`src/rtl/gpt_pkg.sv`:
```
package gpt_pkg;
  localparam int CNT_W  = 16;
  localparam int PS_W   = 8;
  localparam int ADDR_W = 5;
  localparam int DIV_N  = 16;

  // register index = byte address / 4
  localparam logic [2:0] IDX_CTRL = 3'd0;
  localparam logic [2:0] IDX_REF  = 3'd1;
  localparam logic [2:0] IDX_CAP  = 3'd2;
  localparam logic [2:0] IDX_CNT  = 3'd3;
  localparam logic [2:0] IDX_FLAG = 3'd4;

  typedef enum logic [1:0] {
    SRC_STOP  = 2'b00,
    SRC_SYS   = 2'b01,
    SRC_DIV16 = 2'b10,
    SRC_PIN   = 2'b11
  } clk_src_e;

  typedef enum logic [1:0] {
    CAP_OFF  = 2'b00,
    CAP_RISE = 2'b01,
    CAP_FALL = 2'b10,
    CAP_BOTH = 2'b11
  } cap_mode_e;

  typedef struct packed {
    logic [PS_W-1:0] prescale;
    cap_mode_e       cap_mode;
    logic            toggle;
    logic            match_ie;
    logic            restart;
    clk_src_e        src;
    logic            run;
  } ctrl_t;

  function automatic logic [CNT_W-1:0] next_count(
    input logic [CNT_W-1:0] cur,
    input logic             match,
    input logic             restart
  );
    if (match && restart) return '0;
    return cur + 1'b1;
  endfunction

  function automatic logic cap_select(
    input cap_mode_e mode,
    input logic      rise,
    input logic      fall
  );
    case (mode)
      CAP_RISE: return rise;
      CAP_FALL: return fall;
      CAP_BOTH: return rise | fall;
      default:  return 1'b0;
    endcase
  endfunction
endpackage

```
`src/rtl/gpt_edge_sync.sv`:
```
module gpt_edge_sync #(
  parameter int STAGES = 2
) (
  input  logic clk,
  input  logic rst_n,
  input  logic din,
  output logic lvl,
  output logic chg
);
  logic [STAGES-1:0] sh_q;
  logic              prev_q;

  always_ff @(posedge clk or negedge rst_n) begin
    if (!rst_n) begin
      sh_q   <= '0;
      prev_q <= 1'b0;
    end else begin
      sh_q   <= {sh_q[STAGES-2:0], din};
      prev_q <= sh_q[STAGES-1];
    end
  end

  assign lvl = sh_q[STAGES-1];
  assign chg = sh_q[STAGES-1] ^ prev_q;
endmodule

```
`src/rtl/gpt_tick_gen.sv`:
```
module gpt_tick_gen
  import gpt_pkg::*;
#(
  parameter int PSW = PS_W,
  parameter int DIV = DIV_N
) (
  input  logic           clk,
  input  logic           rst_n,
  input  logic           clr,
  input  clk_src_e       src,
  input  logic [PSW-1:0] prescale,
  input  logic           pin_fall,
  output logic           cnt_tick
);
  localparam int DIV_W = $clog2(DIV);

  logic [DIV_W-1:0] div_q;
  logic [PSW-1:0]   psc_q;
  logic             div_wrap;
  logic             base_tick;

  assign div_wrap = (div_q == DIV_W'(DIV - 1));

  always_comb begin
    case (src)
      SRC_SYS:   base_tick = 1'b1;
      SRC_DIV16: base_tick = div_wrap;
      SRC_PIN:   base_tick = pin_fall;
      default:   base_tick = 1'b0;
    endcase
  end

  always_ff @(posedge clk or negedge rst_n) begin
    if (!rst_n) div_q <= '0;
    else if (clr) div_q <= '0;
    else div_q <= div_wrap ? '0 : div_q + 1'b1;
  end

  always_ff @(posedge clk or negedge rst_n) begin
    if (!rst_n) psc_q <= '0;
    else if (clr) psc_q <= '0;
    else if (base_tick) psc_q <= (psc_q == prescale) ? '0 : psc_q + 1'b1;
  end

  assign cnt_tick = !clr && base_tick && (psc_q == prescale);
endmodule

```
`src/rtl/gpt_count_cmp.sv`:
```
module gpt_count_cmp
  import gpt_pkg::*;
#(
  parameter int W = CNT_W
) (
  input  logic         clk,
  input  logic         rst_n,
  input  logic         clr,
  input  logic         tick,
  input  logic         restart,
  input  logic [W-1:0] ref_val,
  output logic [W-1:0] count,
  output logic         match
);
  assign match = tick && (count == ref_val);

  always_ff @(posedge clk or negedge rst_n) begin
    if (!rst_n) count <= '0;
    else if (clr) count <= '0;
    else if (tick) count <= next_count(count, match, restart);
  end
endmodule

```
`src/rtl/gpt_timer.sv`:
```
module gpt_timer
  import gpt_pkg::*;
(
  input  logic              clk,
  input  logic              rst_n,
  input  logic              bus_sel,
  input  logic              bus_wr,
  input  logic [ADDR_W-1:0] bus_addr,
  input  logic [CNT_W-1:0]  bus_wdata,
  output logic [CNT_W-1:0]  bus_rdata,
  input  logic              ext_clk_pin,
  input  logic              cap_pin,
  output logic              tmr_out,
  output logic              irq
);
  localparam int FLAG_W = 2;

  ctrl_t              ctrl_q;
  logic [CNT_W-1:0]   ref_q;
  logic [CNT_W-1:0]   cap_q;
  logic [FLAG_W-1:0]  flag_q;
  logic [CNT_W-1:0]   count;
  logic               pulse_q;
  logic               tog_q;

  logic [2:0]         idx;
  logic               wr_en;
  logic               clr;
  logic               cnt_tick;
  logic               match;
  logic               pin_lvl, pin_chg, pin_fall;
  logic               cap_lvl, cap_chg;
  logic               cap_fire;
  logic               run_w, toggle_w, restart_w;

  assign idx       = bus_addr[ADDR_W-1:2];
  assign wr_en     = bus_sel && bus_wr;
  assign run_w     = ctrl_q.run;
  assign toggle_w  = ctrl_q.toggle;
  assign restart_w = ctrl_q.restart;
  assign clr       = !ctrl_q.run;

  gpt_edge_sync #(.STAGES(2)) u_pin_sync (
    .clk(clk), .rst_n(rst_n), .din(ext_clk_pin), .lvl(pin_lvl), .chg(pin_chg)
  );
  gpt_edge_sync #(.STAGES(2)) u_cap_sync (
    .clk(clk), .rst_n(rst_n), .din(cap_pin), .lvl(cap_lvl), .chg(cap_chg)
  );
  assign pin_fall = pin_chg && !pin_lvl;

  gpt_tick_gen #(.PSW(PS_W), .DIV(DIV_N)) u_tick (
    .clk(clk), .rst_n(rst_n), .clr(clr), .src(ctrl_q.src),
    .prescale(ctrl_q.prescale), .pin_fall(pin_fall), .cnt_tick(cnt_tick)
  );

  gpt_count_cmp #(.W(CNT_W)) u_cnt (
    .clk(clk), .rst_n(rst_n), .clr(clr), .tick(cnt_tick),
    .restart(ctrl_q.restart), .ref_val(ref_q), .count(count), .match(match)
  );

  assign cap_fire = run_w &&
                    cap_select(ctrl_q.cap_mode, cap_chg && cap_lvl, cap_chg && !cap_lvl);

  // configuration registers
  always_ff @(posedge clk or negedge rst_n) begin
    if (!rst_n) begin
      ctrl_q <= '0;
      ref_q  <= '1;
    end else if (wr_en) begin
      if (idx == IDX_CTRL) ctrl_q <= ctrl_t'(bus_wdata);
      if (idx == IDX_REF)  ref_q  <= bus_wdata;
    end
  end

  // capture register
  always_ff @(posedge clk or negedge rst_n) begin
    if (!rst_n) cap_q <= '0;
    else if (cap_fire) cap_q <= count;
  end

  // sticky flags: bit1 match, bit0 capture; event wins over clear
  logic [FLAG_W-1:0] flag_clr;
  assign flag_clr = (wr_en && idx == IDX_FLAG) ? bus_wdata[FLAG_W-1:0] : '0;

  always_ff @(posedge clk or negedge rst_n) begin
    if (!rst_n) flag_q <= '0;
    else flag_q <= (flag_q & ~flag_clr) | {match, cap_fire};
  end

  // output pin state
  always_ff @(posedge clk or negedge rst_n) begin
    if (!rst_n) begin
      pulse_q <= 1'b0;
      tog_q   <= 1'b1;
    end else if (clr) begin
      pulse_q <= 1'b0;
      tog_q   <= 1'b1;
    end else begin
      pulse_q <= match;
      if (match) tog_q <= !tog_q;
    end
  end

  assign tmr_out = ctrl_q.toggle ? tog_q : !pulse_q;
  assign irq     = (flag_q[1] && ctrl_q.match_ie) ||
                   (flag_q[0] && (ctrl_q.cap_mode != CAP_OFF));

  always_comb begin
    case (idx)
      IDX_CTRL: bus_rdata = CNT_W'(ctrl_q);
      IDX_REF:  bus_rdata = ref_q;
      IDX_CAP:  bus_rdata = cap_q;
      IDX_CNT:  bus_rdata = count;
      IDX_FLAG: bus_rdata = CNT_W'(flag_q);
      default:  bus_rdata = '0;
    endcase
  end
endmodule

```
`config.mk`:
```
export PLATFORM = sky130hd
export DESIGN_NAME = gpt_timer
export DESIGN_NICKNAME = d
export VERILOG_FILES = /design/src/rtl/gpt_pkg.sv /design/src/rtl/gpt_edge_sync.sv /design/src/rtl/gpt_tick_gen.sv /design/src/rtl/gpt_count_cmp.sv /design/src/rtl/gpt_timer.sv
export SDC_FILE = /design/constraint.sdc
export NUM_CORES = 1
export LEC_CHECK = 0
export BUFFER_PORTS_ARGS = -buffer_cell sky130_fd_sc_hd__buf_4
export CAP_MARGIN = 20
export CORE_MARGIN = 10
export CORE_UTILIZATION = 25
export CTS_BUF_LIST = sky130_fd_sc_hd__clkbuf_16
export CTS_CLUSTER_DIAMETER = 120
export DETAILED_ROUTE_END_ITERATION = 8
export GPL_TIMING_DRIVEN = 0
export PLACE_DENSITY = 0.43
export SYNTH_ARGS = -nofsm -noshare
export SYNTH_HDL_FRONTEND = slang
export SYNTH_HIERARCHICAL = 1
export SYNTH_SLANG_ARGS = --single-unit
```
`constraint.sdc`:
```
create_clock -name clk -period 5.7 [get_ports clk]
set_input_delay 0.57 -clock clk [delete_from_list [all_inputs] [get_ports clk]]
set_output_delay 0.57 -clock clk [all_outputs]
set_load 0.005 [all_outputs]
```
==> results by stage, run 1 <==
Run status:
- The run finished with clean final reports.

Finish:
- After the last flow step, the layout net total stands at 453.
- The number of antenna cells inserted is 0.
- The layout has 1872 filler cells.
- The total area of multi-input combinational cells is 2300 sq um.
- The layout-stage area growth over the synthesis result is 20.2%.
- In the final layout, the share of cells above drive strength 1 is 38.8%.
- The combined flip-flop and latch cell area is 2170 sq um.

Logic synthesis:
- Sorting the synthesized cells by how often they occur yields dfrtp_1, mux2_2, nand2_1, nor2b_1, xor2_1.
- The instance count of the mapped netlist is 369.
- The cell type with the largest total area after synthesis is dfrtp_1.
- The area fraction of the dominant cell type after synthesis is 37.5%.
- The number of enable-type register cells in the synthesized netlist is 0.
- Summing every instance area after synthesis gives 4600 sq um.
- The dominant cell by count in the synthesized netlist is dfrtp_1.
- The average cell area after synthesis is 12.5 sq um.
- Sequential elements use 47.2% of the synthesized area.
- The number of different library cells used by synthesis comes to 58.
- The synthesized flop and latch total is 86.
- During synthesis, Yosys emitted a total of 6 warnings.
- The fraction of synthesis flops using an asynchronous set or reset pin is 100%.
- Counting every net in the synthesized netlist gives 399.
- The most used flip-flop cell after synthesis is dfrtp_1.
- In the post-synthesis netlist, the biggest area contributors are dfrtp_1, dfstp_2, mux2_2.

Clock tree:
- The number of hold buffers added after CTS was 0.
- Counting along the longest clock path gives a buffer depth of 2.
- The source-to-sink clock delay at the later pin of the worst-skew pair is 350 ps.
- The sink count of the clock tree is 86.
- Post-CTS repair changed the size of 0 cells.
- TritonCTS built the clock tree.
- The total number of H-tree levels is 3.
- The TritonCTS buffer count is 9.
- Buffers added to address setup during post-CTS repair amount to 0.
- In this run the clock root is driven by a clkbuf_16.
- The post-CTS clock slew at the launch and capture registers of the worst setup and hold paths is 70 ps.

Routing:
- The total number of vias is 3161.
- The post-detailed-route count of antenna-violating nets is 0.
- Dividing the detail-routed wire length by the instance count gives 18.2 microns.
- The aggregate routed wire length is 11.9 mm.
- The number of iterations in the first detailed-routing pass is 4.
- The detailed router finished its first iteration with 135 violations.
- The via-per-instance ratio is 4.81.
- The post-route DRC violation count is 0.

Global route:
- The number of global-route vias before repair came to 3267.
- The first global-routing pass estimated 19.0 mm of wire.
- The aggregate global-route resource usage is 10.1%.
- Entering global routing, the biggest net connects 56 pins.
- The number of antenna violations at the first check in global routing came to 0.
- Global routing finished with a remaining overflow of 0.

Pwr:
- The worst supply voltage drop on vdd is 0.000139 V.
- Cell internal power was estimated by the tool at 1.20 mW.
- The clock share of power is 35.7%.
- The analysis attributes to cell leakage a power of 2.42 nW.
- In this run the power spent charging and discharging nets is 481 uW.
- The fraction of power spent switching nets is 28.6%.
- Sequential cells burn 45.6% of the power.
- In this run, the combinational gates consume 18.8% of the power.
- The power per cell area is 305 nW/um^2.

Critical path:
- STA classifies the critical path startpoint as a register.
- The data arrival time at the worst-slack endpoint is 3150 ps.
- STA classifies the critical path endpoint as a register.
- The critical path is of the register to register type.
- STA puts the critical path data required time at 5940 ps.
- The maximum fanout along the worst path is 10.

STA:
- Setup repair after global routing left no endpoint under its margin.
- The sum of negative setup slack is 0 ps.
- The worst pin sits at a relative slew slack of 53.3%.
- The hold violation count in the final report came to 0.
- In the post-route analysis, the smallest setup slack over all paths is 2790 ps.
- The final critical-path share of the clock period is 51.0%.
- Timing would allow up to 344 MHz.
- The final critical delay including setup and external delays is 2910 ps.
- The final number of max-transition violations is 0.
- At the pin with the least slew margin, the transition time is 700 ps.
- Setup violations remaining at the end of the flow were counted as 0.
- The maximum clock skew at final layout is 11.4 ps.

Place:
- Detailed placement finished with a half-perimeter wire length of 8.84 mm.
- Buffers placed on the I/O ports in this run total 42.
- The post-placement worst setup slack is 2830 ps.
- Routability-driven placement finished with a final weighted congestion of 0.762.

Flow run:
- The count of max-cap constraint violations is 0.

Floorplan:
- The area enclosed by the die boundary is 24200 sq um.
- The floorplan has 49 rows.
- 45 I/O pins were placed.
- The core region area is 18000 sq um.
- The chip width is 156 microns.
- The initial core utilization is 25.5%.
- Measured along the y axis, the die boundary spans 156 microns.

Min path:
- In this run the worst hold path is classified as primary input to asynchronous set/reset pin.
[routing by layer]
metal  vias up  routed length (microns)  GRT usage [%]
met5         -                        0              0
met4         0                      223           4.55
met3        11                      284           1.57
met2        35                     6100           17.2
met1      1639                     5320           12.3
li1       1476                        -              -
[sequential cells by signal (all words and copies together) (netlist names)]
signal	cells
ref_q	16
flag_q	2
restart_w	1
u_pin_sync/sh_q	2
u_cnt/count	16
u_cap_sync/sh_q	2
run_w	1
toggle_w	1
u_tick/div_q	4
pulse_q	1
u_tick/psc_q	8
cap_q	16
u_pin_sync/prev_q	1
u_cap_sync/prev_q	1
ctrl_q	13
tog_q	1
[area by class of cell]
type,count,area share [%]
multi-input combinational,258,41.7
clock buffer,9,4.07
timing repair buffer,43,6.20
sequential,86,39.3
clock inverter,7,1.36
buffer,13,1.43
inverter,12,0.814
tap,229,5.18
[logic make-up after synthesis]
kind of cell / synth area share [%]
buf+inv: 2.69
xor+xnor: 5.14
fa+ha+maj: 0.816
compound gates: 9.71
simple gates: 13.4
mux: 21.0
flops: 47.2
[stage by stage]
| step | cells | power, mW | hold slack (ps) | area (sq um) | utilization, % |
|---|---|---|---|---|---|
| 2_1_floorplan | 369 | 0.971 | 274 | 4600 | - |
| 3_3_place_gp | 640 | 1.10 | 337 | 5200 | 28.9 |
| 3_5_place_dp | 641 | 1.10 | 335 | 5230 | 29.0 |
| 4_1_cts | 657 | 1.71 | 187 | 5530 | 30.7 |
| 5_1_grt | 657 | 1.77 | 210 | 5530 | 30.7 |
| 6_report | 657 | 1.68 | 172 | 5530 | 30.7 |
[power by group through the flow]
stage / Clock (mW) / Sequential, mW / Combinational [mW]
after floorplan: 0 / 0.752 / 0.219
after detailed placement: 0 / 0.780 / 0.323
after CTS: 0.617 / 0.769 / 0.324
after global placement: 0 / 0.778 / 0.318
after global routing: 0.640 / 0.779 / 0.350
final: 0.601 / 0.768 / 0.316
[worst max-delay path, cell delays in order (launching register included)]
cell and delay (ps):
dfrtp_1 450, xor2_1 210, nor4_4 440, nand2_1 110
nor2_1 230, inv_1 170, a2111oi_4 460, a311oi_4 250
and3_1 230, a211o_1 260
[layout by cell type, fill, tap and decap left out, drive strengths merged, types with 12 or more instances in the layout]
| cell type | count |
|---|---|
| nand2 | 23 |
| nand3 | 16 |
| buf | 52 |
| nor2 | 12 |
| inv | 14 |
| xor2 | 19 |
| dfrtp | 69 |
| mux2 | 49 |
| clkbuf | 13 |
| dfstp | 17 |
| mux4 | 14 |
| nor2b | 19 |
[path summary, 6_finish.rpt]
kind	slack (ps)	endpoint	depth (start not counted)	startpoint
worst max-delay path	2790	u_cnt/count[10]	9	u_tick/psc_q[3]
worst min-delay path	170	u_tick/div_q[3]	1	rst_n
worst max register to register	2790	u_cnt/count[10]	9	u_tick/psc_q[3]
worst min register to register	350	u_pin_sync/sh_q[1]	0	u_pin_sync/sh_q[0]
max in group asynchronous	4840	ref_q[10]	2	rst_n
min in group clk	320	u_cap_sync/sh_q[0]	1	cap_pin
No activity file was read; power rests on OpenSTA's default activity.
==> run 2, diff against run 1 <==
Clock period 5.7 ns to 2.8 ns, I/O delays scaled along.
==> run 2 against run 1 <==
Combinational power rose by 110%. Critical path depth did not move. First-iteration DRC count fell by 13%. Largest power group unchanged. Routed wire length up 0.81%. Setup slack lost 2600 ps. Clock-buffer cell count did not move. Non-clock buffer count increased by 5. Highest routed layer unchanged. Critical endpoint is now u_cnt/count[4].
==> results by stage, run 2 (synthesis gave the netlist of run 1 again) <==
Run status:
- The run finished with clean final reports.

STA:
- The hold slack is 29.1 ps (-143 ps).
- The sum of negative setup slack is 0 ps (unchanged).
- The maximum clock rate came to 385 MHz (+12%).
- The final number of max-transition violations is 0 (unchanged).
- The final critical-path share of the clock period is 92.9% (+42 points).
- The final critical delay including setup and external delays is 2600 ps (-310 ps).
- The hold violation count in the final report was 0 (unchanged).
- Setup repair after global routing left no endpoint under its margin.
- The final critical-path setup slack came to 200 ps (-2590 ps).
- The worst relative slew slack is 52.8% (-0.50 points).
- The transition time of the tightest slew-check pin was 708 ps (+7.48 ps).
- The maximum clock skew at final layout is 12.9 ps (+1.48 ps).
- The final number of setup-violating endpoints is 0 (unchanged).

Finish:
- The most common cell after layout, fill and taps aside is dfrtp_1.
- The total area of multi-input combinational cells is 2320 sq um (+0.65%).
- Leaving out fill and tap cells, the most frequent cells in the layout are dfrtp_1, buf_4, mux2_2.
- The combined flip-flop and latch cell area is 2170 sq um (unchanged).
- The number of cells in the finished layout apart from fillers came to 662 (+0.76%).
- The fraction of layout cells with a size suffix above 1 was 40.2% (+1.4 points).
- The number of antenna cells inserted is 0 (unchanged).
- The layout filler cell count is 1860 (-0.64%).
- From synthesis to final layout, the design area changed by 21.8%.
- The number of nets in the finished design is 458 (+1.1%).
- The largest registers in the layout are cap_q (16), ref_q (16), u_cnt/count (16).

Min path:
- The number of cells traversed by the worst hold path is 1.
- The destination of the worst hold path is u_cap_sync/sh_q[0].
- The path category of the worst min-delay check is primary input to register.
- The startpoint identified for the worst hold timing path is cap_pin.

Global route:
- The total overflow reported by the global router is 0 (unchanged).
- The maximum number of pins on one net before global-route repair is 56 (unchanged).
- The number of global-route vias before repair is 3304 (+1.1%).
- The number of antenna violations at the first check in global routing is 0 (unchanged).
- The aggregate global-route resource usage came to 10.2% (+0.12 points).
- The first-pass GRT wire length is 19.3 mm (+1.2%).

Pwr:
- The fraction of power spent switching nets came to 28.7% (+0.13 points).
- The overall power after layout was 3.46 mW (+110%).
- The switching power is 993 uW (+110%).
- The fraction of power consumed by sequential logic is 45.2% (-0.4 points).
- The internal power component is 2.47 mW (+110%).
- The relative contribution of combinational cells to total power is 19.5% (+0.7 points).
- The power per cell area is 618 nW/um^2 (+100%).
- The static leakage power is 2.44 nW (+1.0%).
- The clock share of power is 35.3% (-0.4 points).
- The worst supply voltage drop on vdd is 0.000284 V (+100%).

Place:
- The global placer's final weighted congestion came to 0.762 (unchanged).
- The half-perimeter wire length of the detailed placement result was 8.84 mm (unchanged).
- The count of buffers inserted at the top-level ports is 42 (unchanged).
- The post-placement worst setup slack came to -71.9 ps (-2900 ps).
- The cell total after placement is 641 (unchanged).

Clock tree:
- The sink count of the clock tree is 86 (unchanged).
- The TritonCTS buffer count is 9 (unchanged).
- In this run the clock root is driven by a clkbuf_16.
- The maximum number of buffers from clock root to sink is 2 (unchanged).
- The TritonCTS clock tree is done.
- The post-CTS clock slew at the launch and capture registers of the worst setup and hold paths is 70 ps (about the same).
- The total number of H-tree levels came to 3 (unchanged).
- The source-to-sink clock delay at the later pin of the worst-skew pair is 350 ps (about the same).

Critical path:
- The count of cells along the worst register-to-register path was 9 (unchanged).
- STA classifies the critical path endpoint as a register.
- The minimum setup slack among reg-to-reg paths was 200 ps (-2590 ps).
- The maximum fanout along the worst path is 10 (unchanged).
- The end of the worst register-to-register path is u_cnt/count[4].
- The data arrival time at the worst-slack endpoint came to 2870 ps (-280 ps).
- The critical path is of the register to register type.
- The worst register-to-register path begins at u_tick/div_q[0].
- The type of element launching the critical path is a register.
- The critical path data required time is 3070 ps (-2870 ps).

Routing:
- The aggregate routed wire length is 12.0 mm (+0.81%).
- The number of violations reported at the end of detailed-routing iteration 0 is 118 (-13%).
- The post-detailed-route count of antenna-violating nets is 0 (unchanged).
- The total number of vias is 3168 (+0.22%).
- The post-route DRC violation count is 0 (unchanged).
- The average detailed-routed wire length per instance is 18.2 microns (about the same).
- The number of iterations in the first detailed-routing pass is 4 (unchanged).
- The via-per-instance ratio is 4.79 (-0.54%).

Floorplan:
- The total number of placement rows is 49 (unchanged).
- The initial core utilization is 25.5% (unchanged).
- The boundary pin count is 45 (unchanged).
- The chip width was 156 microns (unchanged).
- The area enclosed by the die boundary is 24200 sq um (unchanged).
- The overall die height is 156 microns (unchanged).
- The core region area is 18000 sq um (unchanged).

Flow run:
- The count of max-cap constraint violations is 0 (unchanged).
==> run 2: power groups by stage <==
stage,sequential (mW),combinational [mW],clock (mW)
floorplan,1.53,0.445,0
global placement,1.58,0.647,0
detailed placement,1.59,0.658,0
CTS,1.57,0.682,1.26
global route,1.59,0.744,1.30
finish,1.57,0.676,1.22
==> run 2: worst max path at each step <==
stage / to / cells past startpoint / slack, ps / start
global route: u_cnt/count[14] / 10 / 20 / u_tick/div_q[0]
floorplan: u_cnt/count[10] / 9 / 320 / u_tick/psc_q[3]
CTS: u_cnt/count[7] / 10 / 4 / u_tick/div_q[0]
detailed placement: u_cnt/count[10] / 9 / -70 / u_tick/psc_q[3]
finish: u_cnt/count[4] / 9 / 200 / u_tick/div_q[0]
global placement: u_cnt/count[10] / 9 / -70 / u_tick/psc_q[3]
==> run 2: area by class of cell <==
type | instances | area share, %
timing repair buffer | 48 | 7.06
clock buffer | 9 | 4.02
buffer | 13 | 1.43
inverter | 12 | 0.871
tap | 229 | 5.11
clock inverter | 7 | 1.34
sequential | 86 | 38.8
multi-input combinational | 258 | 41.4
==> run 2: critical path: stages, from the launching register on <==
cell and delay [ps]:
dfrtp_1 420, ha_1 250, and3_2 220, a32oi_4 330
nor2_2 100, inv_1 180, a2111oi_4 70, a311o_2 490
or3_1 360, o21ai_0 80
==> run 2: through the flow <==
step	utilization, %	instance area [sq um]
2_1_floorplan	-	4600
3_3_place_gp	28.9	5200
3_5_place_dp	29.0	5230
4_1_cts	31.0	5590
5_1_grt	31.1	5600
6_report	31.1	5600
==> run 2: per-layer routing <==
layer | routed length [microns] | vias up | share of wire, % | global-route usage (%)
li1 | - | 1486 | - | -
met1 | 5430 | 1641 | 45 | 12.5
met4 | 223 | 0 | 1.9 | 4.55
met2 | 6110 | 30 | 51 | 17.4
met3 | 256 | 11 | 2.1 | 1.57
met5 | 0 | - | 0 | 0
==> run 2: repair_timing <==
item	4_1_cts	5_1_grt
endpoints found under the setup margin	7	16
setup buffers	4	0
pin swaps	3	2
hold buffers	1	0
resized for setup	1	6
endpoints found under the hold margin	24	0
==> run 3, diff against run 2 <==
Settings changed: ABC_AREA from default to 1, CORE_MARGIN 10 to default.
==> run 3 against run 2 <==
Flip-flop and latch count unchanged. Sequential share of layout area decreased by 3.6 points. Critical path depth is 7 higher. Combinational power increased by 23%. Core utilization decreased by 0.67 points. Register-to-register slack gained 90 ps. Critical path type unchanged. Critical endpoint is now tog_q.
==> results by stage, run 3 <==
Min path:
- The destination of the worst hold path is u_pin_sync/sh_q[0].
- The number of cells traversed by the worst hold path is 1 (unchanged).
- The worst hold path begins at ext_clk_pin.
- The min-delay analysis places its worst path in the category primary input to register.

Finish:
- Leaving out fill and tap cells, the most frequent cells in the layout are nand2_1, nand3_1, dfrtp_1.
- The layout filler cell count is 2249 (+21%).
- The fraction of layout cells with a size suffix above 1 was 17.8% (-22 points).
- The number of cells in the finished layout apart from fillers is 1041 (+57%).
- The layout-stage area growth over the synthesis result is 18.9%.
- The number of nets in the finished design was 796 (+74%).
- The number of antenna cells inserted came to 0 (unchanged).
- The library cell used most frequently in the layout, excluding fill and tap cells, is nand2_1.
- The largest registers in the layout are cap_q (16), ref_q (16), u_cnt/count (16).

Logic synthesis:
- Sorting the synthesized cells by area gives the leading types as dfrtp_1, nand2_1, dfstp_2.
- The portion of the post-synthesis area used by sequential elements is 41.9% (-5.4 points).
- Yosys instantiated no cell more often than nand2_1.
- The post-synthesis compound-gate area fraction was 4.70% (-5.0 points).
- The synthesized-area fraction occupied by and/or/nand/nor cells is 40.1% (+27 points).
- The count of cell types in the netlist was 36 (-38%).
- The total standard cell area after synthesis is 5190 sq um (+13%).
- The area share of fa/ha/maj cells after synthesis is 0.723% (-0.093 points).
- The most used flip-flop cell after synthesis is dfrtp_1.
- The number of enable-type register cells in the synthesized netlist is 0 (unchanged).
- The average cell area after synthesis was 7.29 sq um (-42%).
- The cell type with the largest total area after synthesis is dfrtp_1.
- The synthesized flop and latch total was 86 (unchanged).
- The fraction of synthesis flops using an asynchronous set or reset pin was 100% (unchanged).
- The instance count of the mapped netlist is 712 (+93%).
- The number of warnings issued by yosys was 6 (unchanged).
- By count the netlist is led by nand2_1, nand3_1, dfrtp_1, inv_1, nand4_1.
- The multiplexer share of the synthesized area is 0% (-21 points).
- The largest family of logic cells by synthesized area is simple AND/OR/NAND/NOR gates.
- The xor and xnor fraction of the mapped netlist area is 3.54% (-1.6 points).
- The net count after synthesis is 742 (+86%).
- The area fraction of the dominant cell type after synthesis is 33.3% (-4.3 points).

Routing:
- The via-per-instance ratio was 4.55 (-4.9%).
- The average detailed-routed wire length per instance is 15.9 microns (-12%).
- The aggregate routed wire length came to 16.6 mm (+38%).
- The number of iterations in the first detailed-routing pass came to 5 (+1).
- The number of violations reported at the end of detailed-routing iteration 0 is 347 (+190%).
- The post-route DRC violation count is 0 (unchanged).
- The post-detailed-route count of antenna-violating nets is 0 (unchanged).
- The total number of vias came to 4739 (+50%).

STA:
- The hold violation count in the final report came to 0 (unchanged).
- The worst relative slew slack was 53.7% (+0.86 points).
- The final number of setup-violating endpoints is 0 (unchanged).
- The sum of negative setup slack was 0 ps (unchanged).
- Setup repair after global routing left no endpoint under its margin.
- The maximum clock skew at final layout is 9.41 ps (-3.50 ps).
- The final critical-path setup slack came to 286 ps (+85.7 ps).
- The final critical-path share of the clock period is 89.8% (-3.1 points).
- The final number of max-transition violations came to 0 (unchanged).
- The final critical delay including setup and external delays was 2510 ps (-85.7 ps).
- The maximum clock rate is 398 MHz (+3.4%).
- The transition time of the tightest slew-check pin is 695 ps (-12.9 ps).

Run status:
- The run finished with clean final reports.

Place:
- The count of buffers inserted at the top-level ports is 41 (-2.4%).
- The global placer's final weighted congestion is 0.923 (+21%).
- The post-placement worst setup slack was 96.3 ps (+168 ps).
- The cell total after placement is 1024 (+60%).
- The half-perimeter wire length of the detailed placement result is 12.3 mm (+40%).

Floorplan:
- The chip width is 146 microns (-6.1%).
- The area enclosed by the die boundary is 21300 sq um (-12%).
- The boundary pin count is 45 (unchanged).
- The total number of placement rows was 52 (+6.1%).
- The overall die height is 146 microns (-6.1%).
- The initial core utilization is 25.6% (+0.055 points).
- The core region area was 20300 sq um (+13%).

Clock tree:
- The source-to-sink clock delay at the later pin of the worst-skew pair is 350 ps (about the same).
- The TritonCTS clock tree is done.
- The total number of H-tree levels is 3 (unchanged).
- The TritonCTS buffer count is 9 (unchanged).
- The setup fix buffers added after clock tree synthesis is 0 (-4).
- The root buffer selected by CTS is clkbuf_16.
- The sink count of the clock tree came to 86 (unchanged).
- The post-CTS clock slew at the launch and capture registers of the worst setup and hold paths is 70 ps (about the same).
- The maximum number of buffers from clock root to sink is 2 (unchanged).

Pwr:
- The worst supply voltage drop on vdd is 0.000363 V (+28%).
- The power per cell area is 601 nW/um^2 (-2.8%).
- The static leakage power is 3.06 nW (+25%).
- The overall power after layout is 3.71 mW (+7.1%).

Global route:
- The first-pass GRT wire length is 25.9 mm (+34%).
- The number of antenna violations at the first check in global routing was 0 (unchanged).
- The aggregate global-route resource usage is 16.0% (+5.8 points).
- The number of global-route vias before repair is 4405 (+33%).
- The maximum number of pins on one net before global-route repair came to 60 (+7.1%).
- The total overflow reported by the global router is 0 (unchanged).

Critical path:
- The count of cells along the worst register-to-register path is 16 (+7).
- The minimum setup slack among reg-to-reg paths is 290 ps (+90 ps).
- The maximum fanout along the worst path is 4 (-6).
- STA classifies the critical path endpoint as a register.
- The end of the worst register-to-register path is tog_q.
- The critical path data required time was 3080 ps (about the same).
- The data arrival time at the worst-slack endpoint is 2790 ps (-80 ps).
- The critical path is of the register to register type.
- The type of element launching the critical path is a register.
- The worst register-to-register path begins at u_pin_sync/sh_q[1].

Flow run:
- The count of max-cap constraint violations is 0 (unchanged).
-- run 3: cell types whose count changed after synthesis, sizes merged, moves of 8 or more --
cell | before | now
o21ai | 10 | 41
nor2b | 19 | 0
inv | 12 | 72
mux4 | 14 | 0
buf | 9 | 21
nor2 | 12 | 51
nand2 | 23 | 250
clkbuf | 4 | 12
nand4 | 3 | 46
nand3 | 16 | 90
mux2 | 49 | 0
-- run 3: logic make-up (layout without fill, tap and decap cells) --
| logic type | after synthesis | after routing |
|---|---|---|
| flip-flops | 86 | 86 |
| buffers and inverters | 109 | 168 |
| AND/OR/NAND/NOR | 445 | 445 |
| adder cells (fa/ha/maj) | 3 | 3 |
| XOR/XNOR | 21 | 21 |
| AO/OA/AOI/OAI | 48 | 48 |
-- run 3: area by class of cell --
| class | count | area, sq um | area share [%] |
|---|---|---|---|
| timing repair buffer | 43 | 345 | 5.59 |
| tap | 270 | 338 | 5.47 |
| sequential | 86 | 2170 | 35.2 |
| buffer | 34 | 189 | 3.06 |
| clock inverter | 7 | 66.3 | 1.07 |
| inverter | 75 | 282 | 4.56 |
| multi-input combinational | 517 | 2560 | 41.4 |
| clock buffer | 9 | 225 | 3.65 |
-- run 3: repair_timing --
| item | 4_1_cts | 5_1_grt |
|---|---|---|
| gates resized for setup | 0 | 2 |
| hold buffers | 1 | 0 |
| endpoints found under the setup margin | 0 | 12 |
| endpoints found under the hold margin | 26 | 0 |
-- run 3: worst max-delay path by stage --
stage / cells past startpoint / from / slack, ps / end
floorplan: 14 / u_pin_sync/sh_q[1] / 790 / u_cnt/count[2]
global placement: 14 / u_pin_sync/sh_q[1] / 90 / u_cnt/count[3]
detailed placement: 14 / u_pin_sync/sh_q[1] / 100 / u_cnt/count[2]
CTS: 14 / u_pin_sync/sh_q[1] / 50 / u_cnt/count[2]
global route: 16 / u_pin_sync/sh_q[1] / 20 / tog_q
finish: 16 / u_pin_sync/sh_q[1] / 290 / tog_q
-- run 3: worst max-delay path, cell delays in order (launching register included) --
cell     delay, ps
dfrtp_1        400
inv_1           60
nand2_1         40
nand2_1         50
inv_1           30
nor2_1          70
inv_1           40
a21oi_1        190
nor2_1         130
nor3_2         370
nand4_1        160
nor2_1         120
nand3_1         90
nor2_1         310
inv_1          130
a21oi_1        130
o21ai_0        100
-- run 3: per-layer routing --
| layer | global-route usage (%) | up-vias | part of all wire [%] | wire length (microns) |
|---|---|---|---|---|
| li1 | - | 2405 | - | - |
| met1 | 23.6 | 2230 | 52 | 8580 |
| met2 | 23.6 | 86 | 43 | 7130 |
| met3 | 1.94 | 18 | 3.1 | 511 |
| met4 | 6.41 | 0 | 2.0 | 334 |
| met5 | 0 | - | 0 | 0 |
-- run 3: power breakdown --
part	switching, mW	internal (mW)	total (mW)
clock network	0.539	0.688	1.23
logic	0.538	0.296	0.834
registers	0.208	1.44	1.65
-- run 3: per-stage QoR --
stage	hold WS (ps)	area [sq um]	util (%)
2_1_floorplan	-15.6	5190	-
3_3_place_gp	334	5840	28.8
3_5_place_dp	236	5870	28.9
4_1_cts	17.5	6170	30.4
5_1_grt	20.8	6170	30.4
6_report	28.3	6170	30.4
